===== src/rtl/pmode_pkg.sv =====
package pmode_pkg;

  localparam int CMD_W   = 8;
  localparam int LEN_W   = 6;
  localparam int RATE_W  = 2;

  // command byte bit positions
  localparam int OW_BIT  = 7;
  localparam int MARK_LO = 2;
  localparam int G_BIT   = 1;
  localparam int W_BIT   = 0;

  // data-rate codes with a defined perpendicular Gap2 write amount
  localparam logic [RATE_W-1:0] RATE_500K = 2'b00;
  localparam logic [RATE_W-1:0] RATE_1M   = 2'b11;

  // Gap2 byte counts
  localparam logic [LEN_W-1:0] LEN_STD = 6'd22;
  localparam logic [LEN_W-1:0] LEN_1M  = 6'd41;
  localparam logic [LEN_W-1:0] WR_500K = 6'd19;
  localparam logic [LEN_W-1:0] WR_1M   = 6'd38;

  typedef enum logic [1:0] {
    WM_CONV   = 2'd0,
    WM_P500   = 2'd1,
    WM_P1M    = 2'd2,
    WM_POTHER = 2'd3
  } wmode_e;

  typedef struct packed {
    wmode_e           mode;
    logic [LEN_W-1:0] len;
    logic [LEN_W-1:0] wr;
    logic             early;
  } wsel_t;

  localparam wsel_t WSEL_IDLE = '{mode: WM_CONV, len: LEN_STD, wr: '0, early: 1'b0};

endpackage


===== src/rtl/pm_cfg_regs.sv =====
module pm_cfg_regs
  import pmode_pkg::*;
#(
  parameter int NUM_DRIVES = 4
) (
  input  logic                  clk,
  input  logic                  rst,
  input  logic                  cmd_valid_i,
  input  logic [CMD_W-1:0]      cmd_byte_i,
  input  logic                  soft_rst_i,
  input  logic                  hard_rst_i,
  output logic                  gap_o,
  output logic                  wgate_o,
  output logic [NUM_DRIVES-1:0] marks_o
);

  logic                  gap_q, wgate_q;
  logic [NUM_DRIVES-1:0] marks_q;

  always_ff @(posedge clk) begin
    if (rst || hard_rst_i) begin
      gap_q   <= 1'b0;
      wgate_q <= 1'b0;
      marks_q <= '0;
    end else if (soft_rst_i) begin
      // soft reset wins over a coincident command; marks survive
      gap_q   <= 1'b0;
      wgate_q <= 1'b0;
    end else if (cmd_valid_i) begin
      gap_q   <= cmd_byte_i[G_BIT];
      wgate_q <= cmd_byte_i[W_BIT];
      if (cmd_byte_i[OW_BIT]) begin
        marks_q <= cmd_byte_i[MARK_LO +: NUM_DRIVES];
      end
    end
  end

  assign gap_o   = gap_q;
  assign wgate_o = wgate_q;
  assign marks_o = marks_q;

  p_no_ow_r7: assert property (@(posedge clk) disable iff (rst)
    (cmd_valid_i && !cmd_byte_i[OW_BIT] && !soft_rst_i && !hard_rst_i) |=> $stable(marks_q));

  p_soft_keep_r8: assert property (@(posedge clk) disable iff (rst)
    (soft_rst_i && !hard_rst_i) |=> (!gap_q && !wgate_q && $stable(marks_q)));

  p_hard_clear_r9: assert property (@(posedge clk) disable iff (rst)
    hard_rst_i |=> (!gap_q && !wgate_q && marks_q == '0));

  p_soft_wins_r12: assert property (@(posedge clk) disable iff (rst)
    (soft_rst_i && cmd_valid_i && !hard_rst_i) |=> (!gap_q && !wgate_q));

endmodule


===== src/rtl/pm_drive_decode.sv =====
module pm_drive_decode
  import pmode_pkg::*;
#(
  parameter int PC_W = 3
) (
  input  logic              gap_i,
  input  logic              wgate_i,
  input  logic              mark_i,
  input  logic [RATE_W-1:0] rate_i,
  input  logic [PC_W-1:0]   precomp_i,
  output wsel_t             sel_o,
  output logic [PC_W-1:0]   pc_o
);

  wmode_e mode;

  always_comb begin
    if (wgate_i) begin
      mode = gap_i ? WM_P1M : WM_P500;
    end else if (gap_i) begin
      mode = WM_CONV;               // reserved code, marks masked
    end else if (mark_i) begin
      unique case (rate_i)
        RATE_500K: mode = WM_P500;
        RATE_1M:   mode = WM_P1M;
        default:   mode = WM_POTHER;
      endcase
    end else begin
      mode = WM_CONV;
    end
  end

  always_comb begin
    sel_o.mode = mode;
    sel_o.len  = (mode == WM_P1M) ? LEN_1M : LEN_STD;
    unique case (mode)
      WM_P1M:  sel_o.wr = WR_1M;
      WM_P500: sel_o.wr = WR_500K;
      default: sel_o.wr = '0;
    endcase
    sel_o.early = (mode == WM_P1M) || (mode == WM_P500);
    pc_o        = (mode == WM_CONV) ? precomp_i : '0;
  end

endmodule


===== src/rtl/pm_out_stage.sv =====
module pm_out_stage
  import pmode_pkg::*;
#(
  parameter int PC_W = 3
) (
  input  logic            clk,
  input  logic            rst,
  input  logic            hold_i,
  input  wsel_t           sel_i,
  input  logic [PC_W-1:0] pc_i,
  output wsel_t           sel_o,
  output logic [PC_W-1:0] pc_o
);

  wsel_t           sel_q;
  logic [PC_W-1:0] pc_q;

  always_ff @(posedge clk) begin
    if (rst) begin
      sel_q <= WSEL_IDLE;
      pc_q  <= '0;
    end else if (!hold_i) begin
      sel_q <= sel_i;
      pc_q  <= pc_i;
    end
  end

  assign sel_o = sel_q;
  assign pc_o  = pc_q;

  p_hold_r11: assert property (@(posedge clk) disable iff (rst)
    hold_i |=> ($stable(sel_q) && $stable(pc_q)));

  p_load_r11: assert property (@(posedge clk) disable iff (rst)
    !hold_i |=> (sel_q == $past(sel_i) && pc_q == $past(pc_i)));

endmodule


===== src/rtl/perp_write_sel.sv =====
module perp_write_sel
  import pmode_pkg::*;
#(
  parameter  int NUM_DRIVES = 4,   // 1..4, one mark bit each in bits 5:2
  parameter  int PC_W       = 3,
  localparam int DSEL_W     = (NUM_DRIVES > 1) ? $clog2(NUM_DRIVES) : 1
) (
  input  logic              clk,
  input  logic              rst,
  input  logic              cmd_valid_i,
  input  logic [7:0]        cmd_byte_i,
  input  logic              soft_rst_i,
  input  logic              hard_rst_i,
  input  logic [DSEL_W-1:0] drive_sel_i,
  input  logic [1:0]        rate_i,
  input  logic [PC_W-1:0]   precomp_i,
  input  logic              wip_i,
  output logic [1:0]        mode_o,
  output logic [5:0]        gap2_len_o,
  output logic [5:0]        gap2_wr_o,
  output logic [PC_W-1:0]   precomp_o,
  output logic              early_wgate_o
);

  localparam int SLOTS = 1 << DSEL_W;

  logic                  cfg_gap, cfg_wgate;
  logic [NUM_DRIVES-1:0] cfg_marks;
  logic                  unused_cmd_bit6;

  assign unused_cmd_bit6 = cmd_byte_i[6];

  pm_cfg_regs #(.NUM_DRIVES(NUM_DRIVES)) u_cfg (
    .clk         (clk),
    .rst         (rst),
    .cmd_valid_i (cmd_valid_i),
    .cmd_byte_i  (cmd_byte_i),
    .soft_rst_i  (soft_rst_i),
    .hard_rst_i  (hard_rst_i),
    .gap_o       (cfg_gap),
    .wgate_o     (cfg_wgate),
    .marks_o     (cfg_marks)
  );

  wsel_t           dec_sel [SLOTS];
  logic [PC_W-1:0] dec_pc  [SLOTS];

  for (genvar i = 0; i < SLOTS; i++) begin : g_slot
    logic mark;
    if (i < NUM_DRIVES) begin : g_real
      assign mark = cfg_marks[i];
    end else begin : g_pad
      assign mark = 1'b0;
    end
    pm_drive_decode #(.PC_W(PC_W)) u_dec (
      .gap_i     (cfg_gap),
      .wgate_i   (cfg_wgate),
      .mark_i    (mark),
      .rate_i    (rate_i),
      .precomp_i (precomp_i),
      .sel_o     (dec_sel[i]),
      .pc_o      (dec_pc[i])
    );
  end

  wsel_t           cur_sel, out_sel;
  logic [PC_W-1:0] cur_pc;

  assign cur_sel = dec_sel[drive_sel_i];
  assign cur_pc  = dec_pc[drive_sel_i];

  pm_out_stage #(.PC_W(PC_W)) u_out (
    .clk    (clk),
    .rst    (rst),
    .hold_i (wip_i),
    .sel_i  (cur_sel),
    .pc_i   (cur_pc),
    .sel_o  (out_sel),
    .pc_o   (precomp_o)
  );

  assign mode_o        = out_sel.mode;
  assign gap2_len_o    = out_sel.len;
  assign gap2_wr_o     = out_sel.wr;
  assign early_wgate_o = out_sel.early;

  p_len_r2: assert property (@(posedge clk) disable iff (rst)
    gap2_len_o == ((mode_o == 2'd2) ? 6'd41 : 6'd22));

  p_wr_r3: assert property (@(posedge clk) disable iff (rst)
    (mode_o == 2'd1) |-> (gap2_wr_o == 6'd19));

  p_precomp_zero_r6: assert property (@(posedge clk) disable iff (rst)
    (mode_o != 2'd0) |-> (precomp_o == '0));

  p_precomp_pass_r6: assert property (@(posedge clk) disable iff (rst)
    !wip_i |=> (mode_o != 2'd0 || precomp_o == $past(precomp_i)));

  p_early_r10: assert property (@(posedge clk) disable iff (rst)
    early_wgate_o == (gap2_wr_o != 6'd0));

endmodule


===== config.mk =====
export PLATFORM = sky130hd
export DESIGN_NAME = perp_write_sel
export DESIGN_NICKNAME = d
export VERILOG_FILES = /design/src/rtl/pmode_pkg.sv /design/src/rtl/pm_cfg_regs.sv /design/src/rtl/pm_drive_decode.sv /design/src/rtl/pm_out_stage.sv /design/src/rtl/perp_write_sel.sv
export SDC_FILE = /design/constraint.sdc
export NUM_CORES = 1
export LEC_CHECK = 0
export ABC_AREA = 1
export BUFFER_PORTS_ARGS = -buffer_cell sky130_fd_sc_hd__clkbuf_2
export CORE_ASPECT_RATIO = 0.9
export CORE_MARGIN = 1
export CORE_UTILIZATION = 50
export CTS_CLUSTER_SIZE = 20
export DETAILED_ROUTE_END_ITERATION = 12
export PLACE_DENSITY_LB_ADDON = 0.2
export SYNTH_ARGS = -nofsm -noshare
export SYNTH_HDL_FRONTEND = slang
export SYNTH_SLANG_ARGS = --single-unit

===== constraint.sdc =====
create_clock -name clk -period 1.81 [get_ports clk]
set_input_delay 0 -clock clk [delete_from_list [all_inputs] [get_ports clk]]
set_output_delay 0 -clock clk [all_outputs]
set_load 0.02 [all_outputs]

==> reports/metrics.cfg <==
[timing]
period_share_pct = 91.3
fmax_mhz = 605
fin_crit_ns = 1.65
setup_viol = 0
drv_slew = 0
hold_violations = 0
finalClockSkew_ns = 0.00238
rsz0062_at_grt = false
setup_tns_ns = 0

[logic_synthesis]
synth.avg_cell_area_um2 = 6.78
async_flop_share_pct = 0
ys_types = 23
synth-seq-cells = 15
synth_xor_xnor_area_share_pct = 0
synth_top_family_by_area = simple AND/OR/NAND/NOR gates
seq_area_frac_synth_pct = 24.6
ys_dominant_reg_cell = dfxtp_1
synth-edff-count = 0
synth_fp_nets = 217
synth_cells = 180
yosys_warnings = 0
synthMuxAreaShare_pct = 0
synth_compound_gate_area_share_pct = 15.1
yosys.area_share.simple_pct = 26.5
synth_fa_ha_area_share_pct = 16.4
synth_area_um2 = 1220

[die]
die_x_um = 54.1
core-area_um2 = 2240
ioPinCount = 39
rows = 16
die_h_um = 48.9
start_util_pct = 54.5
die-area_um2 = 2640

[place]
hpwl_um = 2010
dp_cells = 229
place_area_um2 = 1320
gp_congestion = 0.874
io_buffers = 36

[critical_path]
critPathCaptureType = register
cp.arrival_ns = 1.83
critical_path_required_ns = 1.99
worstPathMaxFanout = 6
ff2ff_path_depth = 9
start_kind = register
critPathKind = register to register

[global_routing]
grtUsageTotal_pct = 21.9
grt_pass1_vias = 1013
antenna_found_initial = 0
grt_max_degree = 16
grt_remaining_overflow = 0
grt_pass1_wl_um = 4290

[cts]
cts_tree = done
h-tree-depth = 1
tritoncts.num_buffers = 3
cts_root_buf = clkbuf_4
cts_sinks = 15
worstSkewPairLatency_ns = 0.28
clkTransAtPathRegs_ns = 0.09
postCtsSetupBuffers = 0
clk_path_buf_depth = 2

[min_path]
hold_path_class = input pin to register
whs_path_depth = 3

[job]
max_cap_viol_count = 0

[drt]
dr.pass1.iters = 4
wl_per_cell_um = 10.5
antenna_left = 0
vias = 1176
vias_per_cell = 4.86
drcViolationCount = 0
drt_iter0_drc = 38
routed_wl_um = 2540

[final_layout]
nets = 253
num_antenna_cells = 0
mostFrequentLayoutCells = 36 x clkbuf_2, 32 x nor2_1, 24 x nand2_1
syn_to_final_growth_pct = 18.3
final_common_cell = clkbuf_2
instances_no_fill = 242
fillers = 206
final_layout_size_suffix_gt1_share_pct = 23.7
fin_area_um2 = 1450

[power]
p_leak_uw = 0.000767
totalPowerFinal_uw = 764
p_per_area_nw_per_um2 = 529
irDropWorstVdd_mv = 0.370

[status]
status = finished clean

-- cells by family after synthesis --
family                     after synthesis
adders and majority gates               16
other                                    1
DFF                                     15
and+or+nand+nor                         77
buffers and inverters                   40
AOI/OAI and AO/OA                       31
-- layout make-up --
type	count	area (um^2)	area share [%]
clock buffer	4	26.3	1.82
inverter	26	97.6	6.75
multi-input combinational	125	717	49.6
sequential	15	300	20.8
tap	27	33.8	2.34
timing repair buffer	45	270	18.7
-- power by group --
part | internal (uW) | switching (uW)
Sequential | 347 | 10.6
Combinational | 83.8 | 132
Clock | 85.4 | 105
Total | 516 | 248
-- registers in the layout (all words and copies together) (netlist names) --
| register | cells |
|---|---|
| u_cfg.marks_o | 4 |
| u_out.sel_o | 6 |
| u_cfg.wgate_o | 1 |
| u_cfg.gap_o | 1 |
| u_out.pc_o | 3 |
-- critical path, stage by stage, from the launching register on --
cell     delay (ns)
dfxtp_1        0.38
nor2_1         0.17
nand3_1        0.11
nand2_1        0.13
inv_1          0.08
ha_1           0.26
o21ai_0        0.16
o22ai_1        0.11
o21ai_1        0.12
inv_1          0.04
-- path summary, 6_finish.rpt --
kind                                                    start                            end  slack, ns
worst min-delay path                                      rst   u_out.sel_o[11]$_SDFFE_PP1N_       0.02
worst min register to register  u_cfg.marks_o[0]$_SDFFE_PP0P_  u_cfg.marks_o[0]$_SDFFE_PP0P_       0.48
worst max-delay path                 u_cfg.gap_o$_SDFFE_PP0P_    u_out.sel_o[0]$_SDFFE_PP0N_       0.16
worst max register to register       u_cfg.gap_o$_SDFFE_PP0P_    u_out.sel_o[0]$_SDFFE_PP0N_       0.16
-- synthesized netlist by cell type, types with 3 or more instances --
library cell / count / area share [%]
dfxtp_1: 15 / 25
o21ai_1: 3 / 1.2
buf_4: 9 / 5.5
inv_2: 4 / 1.2
inv_1: 22 / 6.8
a21oi_1: 6 / 2.5
nor2_1: 33 / 10
nand3_1: 12 / 4.9
nand2_1: 25 / 7.7
ha_1: 16 / 16
o21ai_0: 12 / 4.9
nand2_2: 3 / 1.5
o22ai_1: 3 / 1.5
buf_6: 3 / 2.8
a211oi_1: 4 / 2.5
-- stage by stage --
step                      hold slack, ns  setup slack [ns]  util (%)
after global placement             0.201             0.179      59.0
after floorplan                   0.0793             0.343         -
final                             0.0172             0.158      64.5
after detailed placement           0.210             0.144      59.0
after CTS                         0.0174             0.127      64.2
after global routing              0.0107           0.00290      64.5
-- per-layer routing --
| metal | vias to the layer above | track usage, % | part of all wire, % |
|---|---|---|---|
| met5 | - | 0 | 0 |
| met4 | 0 | 8.97 | 1.7 |
| met3 | 4 | 3.74 | 5.5 |
| met2 | 38 | 32.3 | 44 |
| met1 | 504 | 30.9 | 49 |
| li1 | 630 | - | - |
-- what timing repair did --
action,CTS,global route
gates resized for setup,0,3
setup endpoints to repair,0,5
hold buffers,9,0
hold endpoints to repair,11,0
(Power assumes the default switching activity.)
